[src/rtl/flash_seq_pkg.sv]
package flash_seq_pkg;

  localparam int BYTE_W = 8;
  localparam int STEP_W = 3;

  typedef enum logic [3:0] {
    S_IDLE, S_CHECK, S_ERASE_CMD, S_ERASE_WAIT, S_RAM_REQ,
    S_RAM_WAIT, S_PROG_CMD, S_PROG_WAIT, S_DONE
  } seq_state_e;

  typedef enum logic { SEQ_ERASE, SEQ_PROG } seq_kind_e;

  typedef enum logic [1:0] { TGT_UA, TGT_UB, TGT_CUR } tgt_e;

  typedef struct packed {
    tgt_e              tgt;
    logic [BYTE_W-1:0] code;
    logic              use_ram;
  } cmd_t;

  // command word for one step of an erase or program sequence
  function automatic cmd_t cmd_lookup(input seq_kind_e kind, input logic [STEP_W-1:0] step);
    cmd_t c;
    c = '{tgt: TGT_UA, code: 8'h00, use_ram: 1'b0};
    if (kind == SEQ_ERASE) begin
      case (step)
        3'd0:    c = '{tgt: TGT_UA,  code: 8'hAA, use_ram: 1'b0};
        3'd1:    c = '{tgt: TGT_UB,  code: 8'h55, use_ram: 1'b0};
        3'd2:    c = '{tgt: TGT_UA,  code: 8'h80, use_ram: 1'b0};
        3'd3:    c = '{tgt: TGT_UA,  code: 8'hAA, use_ram: 1'b0};
        3'd4:    c = '{tgt: TGT_UB,  code: 8'h55, use_ram: 1'b0};
        default: c = '{tgt: TGT_CUR, code: 8'h30, use_ram: 1'b0};
      endcase
    end else begin
      case (step)
        3'd0:    c = '{tgt: TGT_UA,  code: 8'hAA, use_ram: 1'b0};
        3'd1:    c = '{tgt: TGT_UB,  code: 8'h55, use_ram: 1'b0};
        3'd2:    c = '{tgt: TGT_UA,  code: 8'hA0, use_ram: 1'b0};
        default: c = '{tgt: TGT_CUR, code: 8'h00, use_ram: 1'b1};
      endcase
    end
    return c;
  endfunction

  function automatic logic is_final_step(input seq_kind_e kind, input logic [STEP_W-1:0] step);
    return (kind == SEQ_ERASE) ? (step == 3'd5) : (step == 3'd3);
  endfunction

endpackage

[src/rtl/fsc_cmd_table.sv]
module fsc_cmd_table
  import flash_seq_pkg::*;
#(
  parameter int ADDR_W = 16,
  parameter logic [ADDR_W-1:0] UNLOCK_A = 16'h5555,
  parameter logic [ADDR_W-1:0] UNLOCK_B = 16'h2AAA
) (
  input  seq_kind_e          kind,
  input  logic [STEP_W-1:0]  step,
  input  logic [ADDR_W-1:0]  cur_addr,
  input  logic [BYTE_W-1:0]  ram_byte,
  output logic [ADDR_W-1:0]  bus_addr,
  output logic [BYTE_W-1:0]  bus_data,
  output logic               final_step
);

  cmd_t cmd;

  always_comb begin
    cmd        = cmd_lookup(kind, step);
    final_step = is_final_step(kind, step);
    case (cmd.tgt)
      TGT_UA:  bus_addr = UNLOCK_A;
      TGT_UB:  bus_addr = UNLOCK_B;
      default: bus_addr = cur_addr;
    endcase
    bus_data = cmd.use_ram ? ram_byte : cmd.code;
  end

endmodule

[src/rtl/fsc_addr_walk.sv]
module fsc_addr_walk #(
  parameter int ADDR_W      = 16,
  parameter int SECTOR_BITS = 12,
  parameter logic [ADDR_W-1:0] HOLE_START = 16'h6000,
  parameter logic [ADDR_W-1:0] HOLE_END   = 16'h8000
) (
  input  logic              clk,
  input  logic              rst_n,
  input  logic              clear,
  input  logic              advance,
  output logic [ADDR_W-1:0] addr,
  output logic              bank_hi,
  output logic              at_sector,
  output logic              is_last
);

  logic [ADDR_W-1:0] addr_q, addr_d, addr_inc;
  logic              bank_q, bank_d, hit_hole;

  assign addr_inc = addr_q + ADDR_W'(1);

  generate
    if (HOLE_END > HOLE_START) begin : g_hole
      assign hit_hole = (addr_inc == HOLE_START);
    end else begin : g_no_hole
      assign hit_hole = 1'b0;
    end
  endgenerate

  always_comb begin
    addr_d = addr_q;
    bank_d = bank_q;
    if (clear) begin
      addr_d = '0;
      bank_d = 1'b0;
    end else if (advance) begin
      if (hit_hole) begin
        addr_d = HOLE_END;
        bank_d = 1'b1;
      end else begin
        addr_d = addr_inc;
      end
    end
  end

  always_ff @(posedge clk or negedge rst_n) begin
    if (!rst_n) begin
      addr_q <= '0;
      bank_q <= 1'b0;
    end else if (clear || advance) begin
      addr_q <= addr_d;
      bank_q <= bank_d;
    end
  end

  assign addr      = addr_q;
  assign bank_hi   = bank_q;
  assign at_sector = (addr_q[SECTOR_BITS-1:0] == '0);
  assign is_last   = &addr_q;

endmodule

[src/rtl/fsc_wait_timer.sv]
module fsc_wait_timer #(
  parameter int CNT_W = 8
) (
  input  logic             clk,
  input  logic             rst_n,
  input  logic             load,
  input  logic [CNT_W-1:0] load_val,
  output logic             expired
);

  logic [CNT_W-1:0] cnt_q, cnt_d;
  logic             cnt_en;

  always_comb begin
    cnt_en = load || (cnt_q != '0);
    cnt_d  = load ? load_val : cnt_q - CNT_W'(1);
  end

  always_ff @(posedge clk or negedge rst_n) begin
    if (!rst_n)      cnt_q <= '0;
    else if (cnt_en) cnt_q <= cnt_d;
  end

  assign expired = (cnt_q == '0);

endmodule

[src/rtl/flash_cmd_seq.sv]
module flash_cmd_seq
  import flash_seq_pkg::*;
#(
  parameter int ADDR_W      = 16,
  parameter int SECTOR_BITS = 12,
  parameter logic [ADDR_W-1:0] HOLE_START = 16'h6000,
  parameter logic [ADDR_W-1:0] HOLE_END   = 16'h8000,
  parameter logic [ADDR_W-1:0] UNLOCK_A   = 16'h5555,
  parameter logic [ADDR_W-1:0] UNLOCK_B   = 16'h2AAA,
  parameter int CLK_KHZ  = 50000,
  parameter int ERASE_US = 25000,
  parameter int PROG_US  = 20
) (
  input  logic              clk,
  input  logic              rst_n,
  input  logic              start,
  output logic              done,
  output logic              bank_hi,
  output logic              progress,
  output logic              wr_valid,
  output logic [ADDR_W-1:0] wr_addr,
  output logic [7:0]        wr_data,
  input  logic              wr_ready,
  output logic              ram_req,
  output logic [ADDR_W-1:0] ram_addr,
  input  logic              ram_rsp_valid,
  input  logic [7:0]        ram_rsp_data
);

  localparam longint ERASE_CYC = (longint'(CLK_KHZ) * ERASE_US) / 1000;
  localparam longint PROG_CYC  = (longint'(CLK_KHZ) * PROG_US) / 1000;
  localparam longint MAX_CYC   = (ERASE_CYC > PROG_CYC) ? ERASE_CYC : PROG_CYC;
  localparam int     CNT_W     = (MAX_CYC < 2) ? 1 : $clog2(MAX_CYC + 1);

  // reset: asynchronous assertion, synchronous release
  logic [1:0] rst_sync_q;
  logic       core_rst_n;

  always_ff @(posedge clk or negedge rst_n) begin
    if (!rst_n) rst_sync_q <= 2'b00;
    else        rst_sync_q <= {rst_sync_q[0], 1'b1};
  end
  assign core_rst_n = rst_sync_q[1];

  seq_state_e        state_q, state_d;
  logic [STEP_W-1:0] step_q, step_d;
  logic [BYTE_W-1:0] byte_q;
  logic              step_en, byte_en;

  logic [ADDR_W-1:0] cur_addr, bus_addr;
  logic [BYTE_W-1:0] bus_data;
  logic              at_sector, is_last, final_step;
  logic              walk_clear, walk_adv;
  logic              tmr_load, tmr_expired;
  logic [CNT_W-1:0]  tmr_val;
  seq_kind_e         kind;
  logic              accept;

  assign kind   = (state_q == S_ERASE_CMD) ? SEQ_ERASE : SEQ_PROG;
  assign accept = wr_valid && wr_ready;

  fsc_addr_walk #(
    .ADDR_W(ADDR_W), .SECTOR_BITS(SECTOR_BITS),
    .HOLE_START(HOLE_START), .HOLE_END(HOLE_END)
  ) u_walk (
    .clk(clk), .rst_n(core_rst_n), .clear(walk_clear), .advance(walk_adv),
    .addr(cur_addr), .bank_hi(bank_hi), .at_sector(at_sector), .is_last(is_last)
  );

  fsc_cmd_table #(
    .ADDR_W(ADDR_W), .UNLOCK_A(UNLOCK_A), .UNLOCK_B(UNLOCK_B)
  ) u_table (
    .kind(kind), .step(step_q), .cur_addr(cur_addr), .ram_byte(byte_q),
    .bus_addr(bus_addr), .bus_data(bus_data), .final_step(final_step)
  );

  fsc_wait_timer #(.CNT_W(CNT_W)) u_timer (
    .clk(clk), .rst_n(core_rst_n), .load(tmr_load),
    .load_val(tmr_val), .expired(tmr_expired)
  );

  assign tmr_val = (state_q == S_ERASE_CMD) ? CNT_W'(ERASE_CYC) : CNT_W'(PROG_CYC);

  // next-state process
  always_comb begin
    state_d    = state_q;
    step_d     = step_q;
    step_en    = 1'b0;
    byte_en    = 1'b0;
    walk_clear = 1'b0;
    walk_adv   = 1'b0;
    tmr_load   = 1'b0;
    progress   = 1'b0;
    unique case (state_q)
      S_IDLE, S_DONE: begin
        if (start) begin
          walk_clear = 1'b1;
          state_d    = S_CHECK;
        end
      end
      S_CHECK: begin
        step_d  = '0;
        step_en = 1'b1;
        state_d = at_sector ? S_ERASE_CMD : S_RAM_REQ;
      end
      S_ERASE_CMD, S_PROG_CMD: begin
        if (accept) begin
          if (final_step) begin
            tmr_load = 1'b1;
            state_d  = (state_q == S_ERASE_CMD) ? S_ERASE_WAIT : S_PROG_WAIT;
          end else begin
            step_d  = step_q + 3'd1;
            step_en = 1'b1;
          end
        end
      end
      S_ERASE_WAIT: begin
        if (tmr_expired) begin
          progress = 1'b1;
          state_d  = S_RAM_REQ;
        end
      end
      S_RAM_REQ: state_d = S_RAM_WAIT;
      S_RAM_WAIT: begin
        if (ram_rsp_valid) begin
          byte_en = 1'b1;
          step_d  = '0;
          step_en = 1'b1;
          state_d = S_PROG_CMD;
        end
      end
      S_PROG_WAIT: begin
        if (tmr_expired) begin
          walk_adv = 1'b1;
          state_d  = is_last ? S_DONE : S_CHECK;
        end
      end
      default: state_d = S_IDLE;
    endcase
  end

  // register process
  always_ff @(posedge clk or negedge core_rst_n) begin
    if (!core_rst_n) begin
      state_q <= S_IDLE;
      step_q  <= '0;
      byte_q  <= '0;
    end else begin
      state_q <= state_d;
      if (step_en) step_q <= step_d;
      if (byte_en) byte_q <= ram_rsp_data;
    end
  end

  assign wr_valid = (state_q == S_ERASE_CMD) || (state_q == S_PROG_CMD);
  assign wr_addr  = bus_addr;
  assign wr_data  = bus_data;
  assign ram_req  = (state_q == S_RAM_REQ);
  assign ram_addr = cur_addr;
  assign done     = (state_q == S_DONE);

endmodule

[config.mk]
export PLATFORM = sky130hd
export DESIGN_NAME = flash_cmd_seq
export DESIGN_NICKNAME = d
export VERILOG_FILES = /design/src/rtl/flash_seq_pkg.sv /design/src/rtl/fsc_cmd_table.sv /design/src/rtl/fsc_addr_walk.sv /design/src/rtl/fsc_wait_timer.sv /design/src/rtl/flash_cmd_seq.sv
export SDC_FILE = /design/constraint.sdc
export NUM_CORES = 1
export LEC_CHECK = 0
export BUFFER_PORTS_ARGS = -buffer_cell sky130_fd_sc_hd__buf_2
export CAP_MARGIN = 40
export CORE_MARGIN = 2
export CORE_UTILIZATION = 53
export DETAILED_ROUTE_END_ITERATION = 7
export GPL_ROUTABILITY_DRIVEN = 0
export HOLD_SLACK_MARGIN = 0.1
export PLACE_DENSITY = 0.86
export SYNTH_ARGS = -nofsm -noshare
export SYNTH_HDL_FRONTEND = slang
export SYNTH_SLANG_ARGS = --single-unit
[constraint.sdc]
create_clock -name clk -period 3.5 [get_ports clk]
set_input_delay 0.175 -clock clk [delete_from_list [all_inputs] [get_ports clk]]
set_output_delay 0.175 -clock clk [all_outputs]
set_load 0.1 [all_outputs]
======== After elaboration in Yosys (flattened, before gate mapping) ========
Index checks and enable logic that the tools add are counted.
W data, S select, Z words.
storage, ports and cells
  output and inout bits ................... 45
  input bits .............................. 13
  register bits after elaboration ......... 55
  word-level logic and storage cells ...... 95
cells by class
  reduce and logical (&&, ||, !) cells .... 22
  eq/ne operators ......................... 22
  mux-type cells .......................... 41
  $add $sub $neg .......................... 3
operator list
  cell                     count
  $pmux W11 S3             2
  $mux W16                 3
  $mux W21                 2
  $pmux W16 S2             1
  $mux W4                  7
  $pmux W4 S7              1
  $logic_not A21 Y1        1
  $reduce_bool A21 Y1      1
  $sub A21 B1 Y21 const B  1
  $add A16 B1 Y16 const B  1
  $eq A16 B15 Y1 const B   1
  $eq A4 B3 Y1 const B     4
  $mux W1                  16
  $reduce_and A16 Y1       1
  $mux W3                  5
  $ne A2 B2 Y1 const B     7
  $logic_not A12 Y1        1
  $mux W11                 1
  $pmux W3 S3              1
  $eq A4 B2 Y1 const B     2
  $mux W8                  1
  $reduce_or A2 Y1         4
  $eq A3 B2 Y1 const B     2
  $eq A3 B3 Y1 const B     2
  17 further kinds         20

======== Logic depth before layout (Yosys ltp) ========
  depth in word-level cells ............... 6
  depth in mapped cells ................... 9
  depth with buffers taken out ............ 8

======== Cells and area by module ========
Synthesis repeated with hierarchy kept, for this count alone.
unflattened totals
  cells, all modules ...................... 401
  area, all modules ....................... 3707.3 µm²
modules (own cells, without submodules)
  module          area each (µm²)  cells each  sequential area each (µm²)  instances
  fsc_wait_timer  1257.5           124         525.5                       1
  fsc_addr_walk   1144.8           129         425.4                       1
  flash_cmd_seq   904.6            81          425.4                       1
  fsc_cmd_table   400.4            67          0.0                         1

======== Worst setup path after synthesis ========
Ideal clock, no wire load.
  kind .................................... reg2out
  start point ............................. register u_timer.cnt_q[5]
  end point ............................... output port progress
  slack ................................... -1.095 ns
  data arrival time ....................... 4.420 ns
  required time ........................... 3.325 ns
  cell stages (with the launch flop) ...... 4
  cells stage by stage .................... dfrtp_1 > or4_4 > nor4_1 > nor4b_1
on the way
  cells in the longest elaborated chain, start to end .. 3
ends and longest elaborated chain
  item                      line                  RTL
  start: declaration        fsc_wait_timer.sv:11  logic [CNT_W-1:0] cnt_q, cnt_d;
  start signal: assignment  fsc_wait_timer.sv:21  else if (cnt_en) cnt_q <= cnt_d;
  $logic_not A21 Y1         fsc_wait_timer.sv:24  assign expired = (cnt_q == '0);
  $mux W1                   flash_cmd_seq.sv:118  if (tmr_expired) begin
  $mux W1                   flash_cmd_seq.sv:94   unique case (state_q)
  end: declaration          flash_cmd_seq.sv:19   output logic progress,
No other way between the ends.

======== Final worst setup path ========
  start point ............................. register step_q[0]
  end point ............................... output port wr_addr[15]
on the way
  cells in the longest elaborated chain, start to end .. 6
  elaborated cells on any way between the ends .. 13
  those cells by class .................... eq/ne: 5; mux: 4; reduce/logical: 4
ends and longest elaborated chain
  item                                                     line                  RTL
  start: declaration                                       flash_cmd_seq.sv:46   logic [STEP_W-1:0] step_q, step_d;
  start signal: assignment                                 flash_cmd_seq.sv:150  if (step_en) step_q <= step_d;
  $eq A3 B3 Y1 (tied with other cells)                     flash_seq_pkg.sv:26   case (step)
  $reduce_or A2 Y1 (no line)                               --
  $pmux W11 S3                                             flash_seq_pkg.sv:26
  $mux W11 *                                               flash_seq_pkg.sv:25   if (kind == SEQ_ERASE) begin
  $eq A2 B1 Y1 / $logic_not A2 Y1 (equally long branches)  fsc_cmd_table.sv:22   case (cmd.tgt)
  $pmux W16 S2 *                                           fsc_cmd_table.sv:22
  end: declaration                                         flash_cmd_seq.sv:21   output logic [ADDR_W-1:0] wr_addr,
Every way passes the cells marked *; elsewhere a longest branch is shown, timed or not.

==> impl_metrics.tcl <==
set metrics [dict create \
    setup_tns_ps 0 \
    preCtsSetupSlack_ps 635.1 \
    synth_flop_cell "dfrtp_1" \
    routed.top_layer "met4" \
    cpPeakStageDelay_ps 610 \
    fin_crit_sh_pct 92.70 \
    fin_nets 492 \
    first_pass_iters 5 \
    status "finished, final reports clean" \
    grt_antenna_before_repair 0 \
    synth_seq_cells 55 \
    die-area_sq_um 7588 \
    crit_chain "inv_1, ha_1, nor3_1, o21a_1, o32a_1, and2_1, buf_2" \
    maxCapViolCount 0 \
    slew_headroom_pct 57.14 \
    cts.sinks 55 \
    finalMaxSlewViolations 0 \
    met3WireLength_microns 412 \
    die-width_microns 87.11 \
    area_delta_synth_final_pct 14.29 \
    vias_per_cell 6.013 \
    critPathKind "flop to output port" \
    cp-end-kind "output port" \
    startpoint "step_q[0]" \
    drtIter0Drc 191 \
    cts_tree "yes" \
    cts_buffer_depth 2 \
    start_util_pct 54.19 \
    worst-path-max-fanout 12 \
    cp_top_family "compound AO/OA/AOI/OAI gates" \
    grt_pass1_wl_microns 14260 \
    setup_slack_ps 255.6 \
    fp.coreArea_sq_um 6756 \
    wirelength_microns 8564 \
    synth_compound_area_share_pct 16.85 \
    reg2regPathDepth 7 \
    cts_max_level 2 \
    cts_root_buf "clkbuf_8" \
    fill_cells 591 \
    antenna_cells 0 \
    syn_inst 417 \
    tightest_slew_ps 641.2 \
    drive_above_1_share_pct 20.64 \
    cts_buffers 5 \
    max_freq_ghz 0.3082 \
    first_global_vias 3115 \
    synth_xor_area_share_pct 6.938 \
    post_drt_wl_per_cell_microns 15.57 \
    finalSetupViolCount 0 \
    clk_pin_slew_ps 110 \
    cp_num_cells 7 \
    ant_nets 0 \
    period_minus_slack_ps 3244 \
    place_hpwl_microns 6223 \
    timing.hold.ws_ps 170.3 \
    grt_usage_pct 23.28 \
    cp_slowest_cell "dfrtp_1" \
    worstSetupStartpointType "flop" \
    worstReg2RegStart "u_walk.addr[0]" \
    num_rows 30 \
    vias 3307 \
    skew_ps 11.61 \
    utilization_pct 61.93 \
    yosys_warnings 0 \
    clk_latency_ps 320 \
    critPathCapture "wr_addr[15]" \
    syn_nets 440 \
    drc 0 \
    required_ps 3320 \
    post_synth_num_cell_types 61 \
    hold_viol_final 0 \
    synth_edf_count 0 \
    ys_seq_area_share_pct 37.59 \
    syn_area_sq_um 3661 \
    die_height_microns 87.11 \
    io_buffers 57 \
    hold_class "flop to asynchronous set/reset pin" \
    grt-ovfl-total 0 \
    cp_num_buf_inv 2 \
    cts_resized 0 \
    ff2ff_setup_slack_ps 560 \
    r2r-end "u_walk.addr[14]" \
    synth_top_family_by_area "simple AND/OR/NAND/NOR gates" \
    synth-simple-area-share_pct 27.27 \
    wl_met1_microns 3819 \
    avgSynthCellArea_sq_um 8.779 \
    rsz0062_at_grt "no" \
    muxShareOfSynthArea_pct 2.768 \
    synthAdderAreaFrac_pct 3.418 \
    synthArstFlopShare_pct 100.0 \
    io_pins 58 \
    grt_max_degree 34 \
    cp.arrival_ps 3070 \
    routed-wl-met2_microns 4209 \
]
-- cells by family after synthesis --
group                      after synthesis
adders and majority gates               10
and+or+nand+nor                        182
xor gates and xnor gates                29
other                                    1
AOI/OAI and AO/OA                       91
buffers and inverters                   40
DFF                                     55
muxes                                    9
-- what timing repair did --
action | 4_1_cts | 5_1_grt
hold buffers | 9 | 0
setup endpoints to repair | 0 | 0
setup buffers | 0 | 0
endpoints found under the hold margin | 10 | 0
-- through the flow --
| step | instance area (sq um) | instances |
|---|---|---|
| finish | 4184 | 550 |
| global route | 4184 | 550 |
| floorplan | 3674 | 417 |
| detailed placement | 3978 | 533 |
| CTS | 4184 | 550 |
| global placement | 3958 | 532 |
-- cell usage after synthesis, drive strengths merged, types with 3 or more instances --
| master | count | area [sq um] |
|---|---|---|
| nor4 | 11 | 98.84 |
| a31oi | 4 | 25.02 |
| xor2 | 9 | 78.83 |
| mux2 | 9 | 101.4 |
| o22ai | 4 | 25.02 |
| o22a | 3 | 26.28 |
| nor2 | 42 | 157.7 |
| a21boi | 3 | 22.52 |
| a21o | 6 | 45.04 |
| or3 | 5 | 31.28 |
| nand2 | 44 | 167.7 |
| nor3 | 16 | 107.6 |
| nand2b | 4 | 25.02 |
| o21a | 8 | 60.06 |
| or4 | 5 | 45.04 |
| nand3b | 3 | 22.52 |
| clkbuf | 15 | 57.55 |
| ha | 10 | 125.1 |
| nor2b | 6 | 37.54 |
| buf | 11 | 75.07 |
| xnor2 | 20 | 175.2 |
| a21oi | 14 | 70.07 |
| nand4 | 5 | 37.53 |
| o21ai | 27 | 135.1 |
| inv | 14 | 52.55 |
| and2 | 6 | 37.54 |
| o31ai | 6 | 45.04 |
| nand3 | 20 | 100.1 |
| dfrtp | 55 | 1376 |
| nor4b | 7 | 67.56 |
-- layout make-up --
| type | count | area [sq um] | area share [%] |
|---|---|---|---|
| clock buffer | 5 | 68.82 | 1.645 |
| clock inverter | 3 | 47.55 | 1.136 |
| inverter | 14 | 52.55 | 1.256 |
| multi-input combinational | 322 | 2112 | 50.48 |
| sequential | 55 | 1378 | 32.92 |
| tap | 80 | 100.1 | 2.392 |
| timing repair buffer | 71 | 425.4 | 10.17 |
-- sequential cells by signal, indices dropped and copies added, names as in the netlist --
register and cells:
u_walk.addr 16, u_timer.cnt_q 21, state_q 4, u_walk.bank_hi 1, rst_sync_q 2, byte_q 8
step_q 3
-- cell usage in the layout (no fill, tap or decap), types with 4 or more instances in the layout --
cell type / count
a21oi_1: 14
dlygate4sd3_1: 9
nor4_1: 9
or3_1: 5
nand4_1: 4
xnor2_1: 20
mux2_2: 9
a21o_1: 6
nand2b_1: 4
clkbuf_8: 5
buf_4: 4
nor2b_1: 6
o21a_1: 8
nor2_1: 42
o21ai_0: 26
nand2_1: 43
nand3_1: 20
ha_1: 10
inv_1: 14
xor2_1: 9
buf_2: 57
a31oi_1: 4
o22ai_1: 4
and2_1: 6
nor3_1: 13
o31ai_1: 6
dfrtp_1: 54
nor4b_1: 4
-- worst min path at each step --
| stage | startpoint | end | slack (ps) |
|---|---|---|---|
| after floorplan | rst_n | rst_sync_q[0] | -120 |
| after CTS | rst_n | rst_sync_q[1] | 150 |
| after global routing | rst_n | rst_sync_q[1] | 170 |
| final | rst_sync_q[1] | u_timer.cnt_q[6] | 170 |
| after detailed placement | rst_n | rst_sync_q[0] | -40 |
| after global placement | rst_n | rst_sync_q[0] | -40 |
-- per-layer routing --
| metal | track usage (%) | vias to the layer above |
|---|---|---|
| met1 | 30.36 | 1596 |
| met3 | 3.507 | 14 |
| met2 | 38.72 | 111 |
| li1 | - | 1586 |
| met5 | 0 | - |
| met4 | 9.650 | 0 |
Power is not shown: default switching activity piles up to over one toggle a cycle in this logic, so the estimate is an artifact.
